==> src/rtl/cps_pkg.sv <==
`timescale 1ns/1ps
package cps_pkg;

    localparam int CH_N     = 8;
    localparam int CH_W     = $clog2(CH_N);
    localparam int CODE_W   = 10;
    localparam int RD_W     = 16;
    localparam int PAD_W    = RD_W - 1 - CH_W - CODE_W;
    localparam int STUB_MUL = 113;
    localparam int STUB_OFS = 37;

    typedef enum logic [1:0] {
        ST_SLEEP = 2'd0,
        ST_PWRUP = 2'd1,
        ST_CONV  = 2'd2
    } seq_state_e;

    typedef struct packed {
        logic              ok;
        logic [CH_W-1:0]   ch;
        logic [CODE_W-1:0] code;
    } sample_t;

    function automatic logic [CODE_W-1:0] stub_code(input logic [CH_W-1:0] ch);
        logic [31:0] t;
        t = 32'(ch) * 32'(STUB_MUL) + 32'(STUB_OFS);
        return t[CODE_W-1:0];
    endfunction

    function automatic logic [RD_W-1:0] pack_rd(input sample_t s);
        return {s.ok, {PAD_W{1'b0}}, s.ch, s.code};
    endfunction

endpackage

==> src/rtl/cps_sync_edge.sv <==
`timescale 1ns/1ps
module cps_sync_edge #(
    parameter int STAGES = 2
) (
    input  logic clk,
    input  logic rst,
    input  logic din,
    output logic rise,
    output logic fall
);
    localparam int LAST = STAGES;

    logic [LAST:0] sh;

    always_ff @(posedge clk) begin
        if (rst) sh <= '0;
        else     sh <= {sh[LAST-1:0], din};
    end

    // sh[LAST-1] is the synchronized level, sh[LAST] its previous value
    assign rise = sh[LAST-1] & ~sh[LAST];
    assign fall = ~sh[LAST-1] & sh[LAST];

endmodule

==> src/rtl/cps_chan_seq.sv <==
`timescale 1ns/1ps
module cps_chan_seq
    import cps_pkg::*;
(
    input  logic            clk,
    input  logic            rst,
    input  logic [CH_N-1:0] mask,
    input  logic            load,
    input  logic            advance,
    output logic [CH_W-1:0] cur_ch,
    output logic            any_en
);
    logic [CH_W-1:0] ptr;
    logic [CH_W-1:0] nxt;

    function automatic logic [CH_W-1:0] pick(input logic [CH_N-1:0] m,
                                            input logic [CH_W-1:0] from);
        logic [CH_W-1:0] r;
        logic [CH_W-1:0] idx;
        logic            hit;
        r   = from;
        hit = 1'b0;
        for (int k = 0; k < CH_N; k++) begin
            idx = CH_W'((int'(from) + k) % CH_N);
            if (!hit && m[idx]) begin
                r   = idx;
                hit = 1'b1;
            end
        end
        return r;
    endfunction

    assign nxt    = pick(mask, ptr);
    assign any_en = |mask;

    always_ff @(posedge clk) begin
        if (rst) begin
            ptr    <= '0;
            cur_ch <= '0;
        end else begin
            if (load)
                cur_ch <= nxt;
            if (advance)
                ptr <= (cur_ch == CH_W'(CH_N-1)) ? '0 : cur_ch + 1'b1;
        end
    end

    // the picked channel is always enabled in the mask
    a_r7_pick_enabled: assert property (@(posedge clk) disable iff (rst)
        load |-> mask[nxt]);

    // the pointer only moves on completion
    a_r7_ptr_stable: assert property (@(posedge clk) disable iff (rst)
        !advance |=> $stable(ptr));

endmodule

==> src/rtl/cps_timing_fsm.sv <==
`timescale 1ns/1ps
module cps_timing_fsm
    import cps_pkg::*;
#(
    parameter int PWRUP_CYC = 200,
    parameter int CONV_CYC  = 400
) (
    input  logic clk,
    input  logic rst,
    input  logic rise,
    input  logic fall,
    input  logic gate_ok,
    output logic accept,
    output logic hold,
    output logic done,
    output logic busy,
    output logic pwr_ok
);
    localparam int PW_W = $clog2(PWRUP_CYC + 1);
    localparam int CV_W = $clog2(CONV_CYC + 1);

    seq_state_e      state;
    logic [PW_W-1:0] pw_cnt;
    logic [CV_W-1:0] cv_cnt;

    assign accept = (state == ST_SLEEP) && rise && gate_ok;
    assign hold   = (state == ST_PWRUP) && fall;
    assign done   = (state == ST_CONV) && (cv_cnt == CV_W'(CONV_CYC));
    assign busy   = (state != ST_SLEEP);

    always_ff @(posedge clk) begin
        if (rst) begin
            state  <= ST_SLEEP;
            pw_cnt <= '0;
            cv_cnt <= '0;
            pwr_ok <= 1'b0;
        end else begin
            unique case (state)
                ST_SLEEP: begin
                    if (accept) begin
                        state  <= ST_PWRUP;
                        pw_cnt <= PW_W'(1);
                    end
                end
                ST_PWRUP: begin
                    if (hold) begin
                        state  <= ST_CONV;
                        cv_cnt <= CV_W'(1);
                        pwr_ok <= (pw_cnt >= PW_W'(PWRUP_CYC));
                    end else if (pw_cnt != PW_W'(PWRUP_CYC)) begin
                        pw_cnt <= pw_cnt + 1'b1;
                    end
                end
                ST_CONV: begin
                    if (done) state <= ST_SLEEP;
                    else      cv_cnt <= cv_cnt + 1'b1;
                end
                default: state <= ST_SLEEP;
            endcase
        end
    end

    // an accepted rising edge raises busy on the next edge
    a_r2_accept_busy: assert property (@(posedge clk) disable iff (rst)
        accept |=> busy);

    // completion returns to sleep
    a_r3_done_sleep: assert property (@(posedge clk) disable iff (rst)
        done |=> (state == ST_SLEEP));

    // conversion counter never passes its limit
    a_r3_cnt_bound: assert property (@(posedge clk) disable iff (rst)
        cv_cnt <= CV_W'(CONV_CYC));

    // a gated-off sleep stays asleep
    a_r9_gate_sleep: assert property (@(posedge clk) disable iff (rst)
        (state == ST_SLEEP && !gate_ok) |=> !busy);

    // edges during conversion never restart power-up
    a_r11_no_retrigger: assert property (@(posedge clk) disable iff (rst)
        (state == ST_CONV) |=> (state != ST_PWRUP));

endmodule

==> src/rtl/cps_adc_stub.sv <==
`timescale 1ns/1ps
module cps_adc_stub
    import cps_pkg::*;
(
    input  logic              clk,
    input  logic              rst,
    input  logic              hold,
    input  logic [CH_W-1:0]   ch,
    output logic [CODE_W-1:0] code
);
    always_ff @(posedge clk) begin
        if (rst)       code <= '0;
        else if (hold) code <= stub_code(ch);
    end
endmodule

==> src/rtl/conv_pulse_seq.sv <==
`timescale 1ns/1ps
module conv_pulse_seq
    import cps_pkg::*;
#(
    parameter int CLK_MHZ  = 200,
    parameter int PWRUP_NS = 1000,
    parameter int CONV_NS  = 2000,
    parameter int SYNC_N   = 2,
    parameter int CT_W     = 3,
    parameter int MS_W     = 4
) (
    input  logic            clk,
    input  logic            rst,
    input  logic            start_in,
    input  logic [CH_N-1:0] chan_mask,
    input  logic [CT_W-1:0] cyc_timer,
    input  logic [MS_W-1:0] mode_sel,
    input  logic            rd_en,
    output logic [RD_W-1:0] rd_data,
    output logic            busy
);
    localparam int PWRUP_CYC = CLK_MHZ * PWRUP_NS / 1000;
    localparam int CONV_CYC  = CLK_MHZ * CONV_NS / 1000;

    logic              rise, fall;
    logic              accept, hold, done, pwr_ok;
    logic              any_en, gate_ok;
    logic [CH_W-1:0]   cur_ch;
    logic [CODE_W-1:0] held_code;
    sample_t           res;

    assign gate_ok = (cyc_timer == '0) && (mode_sel == '0) && any_en;

    cps_sync_edge #(.STAGES(SYNC_N)) u_sync (
        .clk (clk),
        .rst (rst),
        .din (start_in),
        .rise(rise),
        .fall(fall)
    );

    cps_chan_seq u_seq (
        .clk    (clk),
        .rst    (rst),
        .mask   (chan_mask),
        .load   (accept),
        .advance(done),
        .cur_ch (cur_ch),
        .any_en (any_en)
    );

    cps_timing_fsm #(.PWRUP_CYC(PWRUP_CYC), .CONV_CYC(CONV_CYC)) u_fsm (
        .clk    (clk),
        .rst    (rst),
        .rise   (rise),
        .fall   (fall),
        .gate_ok(gate_ok),
        .accept (accept),
        .hold   (hold),
        .done   (done),
        .busy   (busy),
        .pwr_ok (pwr_ok)
    );

    cps_adc_stub u_stub (
        .clk (clk),
        .rst (rst),
        .hold(hold),
        .ch  (cur_ch),
        .code(held_code)
    );

    always_ff @(posedge clk) begin
        if (rst) begin
            res     <= '0;
            rd_data <= '0;
        end else begin
            if (done) begin
                res.ok   <= pwr_ok;
                res.ch   <= cur_ch;
                res.code <= held_code;
            end
            if (rd_en)
                rd_data <= pack_rd(res);
        end
    end

    // the stored code matches the channel it is tagged with
    a_r6_code_match: assert property (@(posedge clk) disable iff (rst)
        done |=> (res.code == stub_code(res.ch)));

    // the valid bit follows the power-up verdict
    a_r4_valid_flag: assert property (@(posedge clk) disable iff (rst)
        done |=> (res.ok == $past(pwr_ok)));

    // result register only changes on completion
    a_r8_res_stable: assert property (@(posedge clk) disable iff (rst)
        !done |=> $stable(res));

    // read data holds without a request
    a_r10_rd_hold: assert property (@(posedge clk) disable iff (rst)
        !rd_en |=> $stable(rd_data));

endmodule

==> config.mk <==
export PLATFORM = sky130hd
export DESIGN_NAME = conv_pulse_seq
export DESIGN_NICKNAME = d
export VERILOG_FILES = /design/src/rtl/cps_pkg.sv /design/src/rtl/cps_sync_edge.sv /design/src/rtl/cps_chan_seq.sv /design/src/rtl/cps_timing_fsm.sv /design/src/rtl/cps_adc_stub.sv /design/src/rtl/conv_pulse_seq.sv
export SDC_FILE = /design/constraint.sdc
export NUM_CORES = 1
export LEC_CHECK = 0
export BUFFER_PORTS_ARGS = -buffer_cell sky130_fd_sc_hd__buf_2
export CAP_MARGIN = 20
export CORE_ASPECT_RATIO = 1.4
export CORE_MARGIN = 4
export CORE_UTILIZATION = 55
export CTS_CLUSTER_SIZE = 40
export DETAILED_ROUTE_END_ITERATION = 16
export MAX_ROUTING_LAYER = met4
export PLACE_DENSITY = 0.8
export SETUP_SLACK_MARGIN = 0.02
export SLEW_MARGIN = 20
export SYNTH_ARGS = -nofsm -noshare
export SYNTH_HDL_FRONTEND = slang
export SYNTH_SLANG_ARGS = --single-unit
export TNS_END_PERCENT = 1
==> constraint.sdc <==
create_clock -name clk -period 8.8 [get_ports clk]
set_input_delay 0.88 -clock clk [delete_from_list [all_inputs] [get_ports clk]]
set_output_delay 0.88 -clock clk [all_outputs]
set_load 0.01 [all_outputs]
* After elaboration in Yosys (flattened, before gate mapping)
Index checks and enable logic that the tools add are counted.
** Cells by class
- Equality and inequality tests :: 11
- Magnitude comparators :: 9
- Bitwise logic cells :: 4
- Reductions and logical operators :: 31
- Add/sub/neg operators :: 11
- $mul :: 1
- Multiplexer cells :: 42
** Operators with widths (number)
- $lt A3 B4 Y1 const B :: 8
- $bmux W1 S3 :: 8
- $mux W3 :: 8
- $mux W8 :: 3
- $mux W9 :: 2
- $pmux W9 S2 :: 1
- $pmux W8 S2 :: 1
- $mux W1 :: 15
- $logic_and A1 B1 Y1 :: 13
- $add A3 B3 Y3 const B :: 4
- $ne A2 B2 Y1 const B :: 6
- $add A10 B6 Y10 const B :: 1
- $mul A3 B7 Y10 const B :: 1
- $add A9 B1 Y9 const B :: 1
- $eq A9 B9 Y1 const B :: 1
- $add A8 B1 Y8 const B :: 1
- $ge A8 B8 Y1 const B :: 1
- $ne A8 B8 Y1 const B :: 1
- $reduce_or A8 Y1 :: 1
- $logic_not A1 Y1 :: 7
- $add A3 B1 Y3 const B :: 2
- $add A3 B2 Y3 const B :: 2
- $mux W2 :: 3
- $pmux W2 S3 :: 1
- 12 further kinds :: 17
** Word-level totals
- Word-level logic and storage cells :: 121
- Output and inout bits :: 17
- Register bits :: 67

* Depth between registers and ports, before layout
Gate-level depths: netlist of run 1.
- Depth after elaboration :: 24
- Mapped depth :: 12

* Hierarchy
Synthesis of run 1 repeated with hierarchy kept, for this count alone.
** Unflattened totals
- Cells, all modules :: 422
- Area total of the unflattened synthesis :: 4046.4 um^2
** By module, submodules not included
- cps_chan_seq :: times used 1, cells each 124, area each 1144.8 um^2, sequential area each 120.1 um^2
- cps_timing_fsm :: times used 1, cells each 124, area each 1084.8 um^2, sequential area each 400.4 um^2
- conv_pulse_seq :: times used 1, cells each 97, area each 1062.3 um^2, sequential area each 560.5 um^2
- cps_adc_stub :: times used 1, cells each 69, area each 663.1 um^2, sequential area each 200.2 um^2
- cps_sync_edge :: times used 1, cells each 8, area each 91.3 um^2, sequential area each 60.1 um^2

* Worst setup path after synthesis of run 1
No wires, ideal clock.
- Path type :: register to register
- Start point :: register u_seq.ptr[0]
- End point :: register u_seq.cur_ch[0]
- Setup time :: 0.132 ns
- Arrival time :: 3.076 ns
- Cell stages (with the launch flop) :: 13
- Clock period less this slack :: 3.209 ns
- Data required time :: 8.668 ns
- Path slack :: 5.591 ns
- Cell sequence :: dfxtp_1 -> buf_2 -> clkbuf_1 -> inv_2 -> ha_1 -> buf_6 -> mux2_4 -> mux4_2 -> o22ai_4 -> o2111ai_1 -> and4_1 -> o21ai_1 -> a21oi_1
** On the way
- Word-level cells in the longest chain between the ends :: 24
** Ends and longest elaborated chain
- from (decl) :: RTL line cps_chan_seq.sv:13 : logic [CH_W-1:0] ptr;
- from (signal assigned) :: RTL line cps_chan_seq.sv:44 : ptr <= (cur_ch == CH_W'(CH_N-1)) ? '0 : cur_ch + 1'b1;
- branches (longest 23 deep; another with $add A3 B1 Y3)
- $mux W3 (*) :: RTL line cps_chan_seq.sv:25 : if (!hit && m[idx]) begin
- to (signal assigned) :: RTL line cps_chan_seq.sv:42 : cur_ch <= nxt;
- to (decl) :: RTL line cps_chan_seq.sv:10 : output logic [CH_W-1:0] cur_ch,
Every way passes the cells marked *. The select of a mux whose other input is x is not followed.
A chain may end at the register's enable or synchronous reset.

* Worst setup path after layout of run 1
- Start point :: register u_seq.ptr[0]
- End point :: register u_seq.cur_ch[2]
Same word-level chain as after synthesis.

==> results.cfg, run 1 <==
[die]
io_pins = 36
initial_core_util_pct = 57.1
rows = 35
die_w_um = 78.0
core_mm2 = 0.00661
dieHeight_um = 106
die_area_mm2 = 0.00827

[routing]
drc = 0
routed_wl_um = 7360
drt.antenna.violating_nets = 0
drtIter0Drc = 186
post_drt_wl_per_cell_um = 13.8
vias = 3018
viasPerCell = 5.67
dr.pass1.iters = 4

[setup_path]
crit_required_ps = 8990
max_stage_delay_ps = 900
crit_chain = inv_2 > ha_1 > mux2_2 > mux4_2 > o22ai_4 > nand3_2 > o41ai_1 > o32ai_1
r2r_slack_ps = 5120
crit_buf_inv = 1
cpMaxStageDelayCell = dfxtp_1
cp-start-kind = flop
path_delay_family = multiplexers
cp-end-kind = flop
r2r_end = u_seq.cur_ch[2]
reg2regPathDepth = 8
path_max_fanout = 19
cp_data_arrival_time_ps = 3860
rr_startpoint = u_seq.ptr[0]
critPathKind = reg2reg

[synth]
ys_types = 61
syn_area_mm2 = 0.00377
synth_edf_count = 0
synth_top_area_share_pct = 35.5
yosysTopAreaCell = dfxtp_1
ys.warnings.count = 0
synth_ff_type = dfxtp_1
avgSynthCellArea_um2 = 9.16
ys_top_cells_by_area = dfxtp_1 36%, mux2i_1 9.5%, nor2_1 7.4%, mux4_2 6.6%, ha_1 6.0%
syn_inst = 412
seq_area_frac_synth_pct = 35.5
synthArstFlopShare_pct = 0
synth-seq-cells = 67

[timing]
finalSetupTns_ps = 0
post-route-min-period_ps = 3680
fmax_mhz = 272
finClkSkew_ps = 13.2
period_share_pct = 41.8
hold_viol_final = 0
grt_setup_unrepaired = no
slew_headroom_pct = 36.6
drv_slew = 0
tightest_slew_ps = 950
finalSetupViolCount = 0

[power_and_ir_drop]
p_sw_share_pct = 21.4
p_int_w = 0.000514
power_leakage_nw = 1.74
pwr-share-comb_pct = 5.3
seq_power_share_pct = 46.5
p_switching_w = 0.000140
pwr_density_cell_mw_per_mm2 = 155
irDropWorstVdd_v = 0.0000865
p_clk_share_pct = 48.2

[finish]
layout.nets = 474
final_layout_size_suffix_gt1_share_pct = 17.3
final_util_pct = 63.7
fillCellCount = 545
diodes = 0
finish.instance_area_mm2 = 0.00422
synthToLayoutAreaGrowth_pct = 11.7

[min_path]
worstHoldPathCells = 1
hold_start = u_sync.sh[0]
hp-class = reg2reg
min_to = u_sync.sh[1]

[clock_network]
cts_tree = done
clock_latency_ps = 340
cts.sinks = 67
cts_hold_buf = 0
htreeDepth = 3
cts_setup_buffers = 0
cts.path.max_buffers = 2
clock_tree.root_cell = clkbuf_8
ctsResizeCount = 0
clk_pin_slew_worst_paths_ps = 80
cts_buffers = 9

[placement]
gp_congestion = 0.893
dpl_cell_area_mm2 = 0.00397
port_buffers = 33
dp.final_hpwl_um = 5320

[status]
status = complete, no violations

[job]
drv_cap = 0

[grt]
first_global_vias = 2957
grt_usage_pct = 19.6
grt_overflow_total = 0
grt_max_degree = 57
grt_antenna_before_repair = 0
grt_pass1_wl_um = 13000
-- layer usage --
metal | track usage, % | vias up | wire length (um)
li1 | - | 1503 | -
met1 | 21.5 | 1406 | 3070
met2 | 33.6 | 90 | 3800
met3 | 3.81 | 19 | 310
met4 | 9.88 | 0 | 185
met5 | - | - | 0
-- flip-flops by register name, indices dropped and copies added, names as in the netlist --
signal        cells
u_fsm.state       2
res              14
u_fsm.pw_cnt      8
u_stub.code      10
u_fsm.pwr_ok      1
u_seq.ptr         3
u_fsm.cv_cnt      9
u_sync.sh         3
u_seq.cur_ch      3
rd_data          14
-- metrics by stage --
step           instances  hold slack (ps)  worst slack [ps]  power, W
2_1_floorplan        413              414              5590  0.000335
3_5_place_dp         516              428              5120  0.000345
6_report             532              456              5120  0.000654
3_3_place_gp         516              429              5240  0.000344
4_1_cts              532              459              5100  0.000659
5_1_grt              532              474              4890  0.000679
-- how the worst max path moves through the flow --
stage / startpoint / depth (start not counted) / end / slack [ps]
after global routing: u_seq.ptr[0] / 8 / u_seq.cur_ch[2] / 4890
after global placement: u_seq.ptr[0] / 9 / u_seq.cur_ch[0] / 5240
final: u_seq.ptr[0] / 8 / u_seq.cur_ch[2] / 5120
after floorplan: u_seq.ptr[0] / 12 / u_seq.cur_ch[0] / 5590
after CTS: u_seq.ptr[0] / 8 / u_seq.cur_ch[2] / 5100
after detailed placement: u_seq.ptr[0] / 8 / u_seq.cur_ch[2] / 5120
-- cells in the final DEF, fill, tap and decap left out, types with 6 or more instances in the layout --
| cell type | count |
|---|---|
| dfxtp_1 | 67 |
| clkbuf_8 | 10 |
| xnor2_1 | 6 |
| ha_1 | 18 |
| buf_2 | 33 |
| a211oi_1 | 6 |
| nand3_1 | 7 |
| o21ai_0 | 7 |
| mux2i_1 | 36 |
| nand2_1 | 17 |
| a21oi_1 | 16 |
| mux4_2 | 11 |
| inv_1 | 20 |
| nor2b_1 | 8 |
| nor2_1 | 74 |
| nand4_1 | 8 |
| xor2_1 | 12 |
-- kinds of logic (layout without fill, tap and decap cells) --
logic type	Yosys count	in the layout	synth area share (%)
adder cells (fa/ha/maj)	20	20	7.03
XOR/XNOR	18	18	4.18
AND/OR/NAND/NOR	147	147	18.5
other	1	2	0.0994
multiplexers	54	54	18.6
buffers and inverters	44	71	4.87
AO/OA/AOI/OAI	61	61	11.2
flip-flops	67	67	35.5
-- worst register-to-register path: stages (launching register included) --
cell and delay [ps]:
dfxtp_1 900, inv_2 150, ha_1 610, mux2_2 420, mux4_2 510, o22ai_4 290
nand3_2 140, o41ai_1 390, o32ai_1 130
-- cell usage after synthesis, drive strengths merged, types with 9 or more instances --
cell and instances:
nor2 74, dfxtp 67, mux2i 37, inv 21, ha 18, nand2 17, a21oi 16, clkbuf 15
xor2 12, mux4 11, o21ai 9
-- power by group through the flow --
stage | sequential, W | combinational (W) | clock (W)
global route | 0.000304 | 0.0000379 | 0.000338
global placement | 0.000311 | 0.0000332 | 0
detailed placement | 0.000311 | 0.0000344 | 0
finish | 0.000304 | 0.0000347 | 0.000315
floorplan | 0.000311 | 0.0000244 | 0
CTS | 0.000304 | 0.0000344 | 0.000320
-- cell type report --
class	count	area (um^2)	share of cell area [%]
flip-flops and latches	67	1340	31.8
inverters	21	78.8	1.87
clock inverters	6	113	2.67
clock buffers	10	138	3.27
multi-input cells	302	2260	53.5
well taps	92	115	2.73
repair buffers	34	173	4.10
Power figures use the tool's default switching activity.
==> run 2, diff against run 1 <==
CORE_UTILIZATION = 54   (was 55)
PLACE_DENSITY = 0.82   (was 0.8)
clock period = 3.2 ns   (was 8.8 ns; I/O delays follow)
==> run 2 against run 1 <==
Final cell count up 0.56%. Sequential share of layout area decreased by 0.35 points. Non-clock buffer count up 3.
==> results.cfg, run 2 (synthesized netlist as in run 1, its figures left out) <==
[placement]
port_buffers = 33
dp.final_hpwl_um = 5770
gp_congestion = 0.920
dp_cells = 519

[setup_path]
r2r_end = u_seq.cur_ch[1]
crit_required_ps = 3420
cp.depth = 9
crit_buf_inv = 1
cp-start-kind = flop
cp_data_arrival_time_ps = 3200
crit_chain = inv_2 > ha_1 > mux2_2 > mux4_2 > a22oi_1 > o22a_1 > a21oi_1 > o21ai_0 > a31oi_1
setup.worst_path.end = u_seq.cur_ch[1]
r2r_slack_ps = 220
critPathKind = reg2reg
max_stage_delay_ps = 550
rr_startpoint = u_seq.ptr[0]
cp-end-kind = flop
cpMaxStageDelayCell = ha_1
crit_start = u_seq.ptr[0]
path_max_fanout = 11
path_delay_family = compound AO/OA/AOI/OAI gates
reg2regPathDepth = 9

[timing]
hold_viol_final = 0
finalSetupViolCount = 0
tightest_slew_ps = 593
period_share_pct = 93.0
grt_setup_unrepaired = no
fmax_mhz = 336
drv_slew = 0
finalSetupTns_ps = 0
post-route-min-period_ps = 2980
finClkSkew_ps = 8.46
slew_headroom_pct = 60.4

[min_path]
hp-class = in2reg
hold_start = start_in

[finish]
regArea_mm2 = 0.00134
fillCellCount = 578
synthToLayoutAreaGrowth_pct = 13.0
final_layout_size_suffix_gt1_share_pct = 17.6
top_regs = rd_data x14, res x14, u_stub.code x10
layout.nets = 477
diodes = 0
layout_commonest_cell = nor2_1
fin_cells = 535
multiInputGateArea_mm2 = 0.00226
layout_common_cells = 74 x nor2_1, 67 x dfxtp_1, 36 x mux2i_1

[grt]
grt-busiest-layer = met2
use_met3_pct = 3.28
use_met2_pct = 36.1
grt_max_degree = 35
grt_usage_pct = 20.3
first_global_vias = 2981
grt_pass1_wl_um = 13300
grt_antenna_before_repair = 0
grt_overflow_total = 0
met1_usage_pct = 20.9

[power_and_ir_drop]
pwr_density_cell_mw_per_mm2 = 443
power_leakage_nw = 1.77
irDropWorstVdd_v = 0.000208

[routing]
routed_wl_um = 7850
vias = 3028
drt.antenna.violating_nets = 0
drtIter0Drc = 110
drc = 0
dr.pass1.iters = 4
viasPerCell = 5.66
post_drt_wl_per_cell_um = 14.7

[clock_network]
cts_buffers = 9
cts_tree = done
clock_tree.root_cell = clkbuf_8
htreeDepth = 3
cts.sinks = 67
cts_hold_buf = 0
ctsResizeCount = 0
cts_setup_buffers = 0
clock_latency_ps = 340
cts.path.max_buffers = 2
clk_pin_slew_worst_paths_ps = 70

[die]
core_mm2 = 0.00670
dieHeight_um = 107
die_w_um = 78.7
rows = 35
initial_core_util_pct = 56.3
die_area_mm2 = 0.00841
io_pins = 36

[job]
drv_cap = 0

[status]
status = complete, no violations
[run 2: stage by stage]
stage	hold WS, ps	util [%]	cell area (um^2)	setup WS, ps	power, W
2_1_floorplan	414	-	3780	83.2	0.000922
3_3_place_gp	422	59.5	3990	346	0.000950
3_5_place_dp	429	59.5	3990	243	0.000950
4_1_cts	197	63.6	4260	246	0.00190
5_1_grt	210	63.6	4260	48.0	0.00195
6_report	201	63.6	4260	223	0.00189
[run 2: how the worst min path moves through the flow]
| stage | endpoint | depth (start not counted) |
|---|---|---|
| 6_report | u_sync.sh[0] | 2 |
| 3_5_place_dp | u_sync.sh[1] | 1 |
| 5_1_grt | u_sync.sh[0] | 2 |
| 4_1_cts | u_sync.sh[0] | 2 |
| 3_3_place_gp | u_sync.sh[1] | 1 |
| 2_1_floorplan | u_sync.sh[1] | 1 |
[run 2: layout make-up]
| cell class | count | area share, % |
|---|---|---|
| Multi-Input combinational cell | 302 | 52.9 |
| Sequential cell | 67 | 31.5 |
| Timing Repair Buffer | 37 | 4.58 |
| Clock buffer | 12 | 3.64 |
| Clock inverter | 4 | 2.82 |
| Tap cell | 92 | 2.70 |
| Inverter | 21 | 1.85 |
[run 2: power breakdown]
part | leakage, nW | internal [W] | switching [W]
combinational | 1.09 | 0.0000388 | 0.0000582
clock | 0.137 | 0.000640 | 0.000317
sequential | 0.540 | 0.000835 | 0.000000910
total | 1.77 | 0.00151 | 0.000376
[run 2: worst register-to-register path, delay by kind of cell (launching register included)]
kind	cells	cell delay [ps]
compound gates	5	980
buf+inv	1	60
fa+ha+maj	1	550
mux	2	920
flops	1	350
[run 2: per-layer routing]
layer,up-vias,wire (um)
li1,1501,-
met1,1425,3190
met2,82,4130
met3,20,315
met4,0,209
met5,-,0
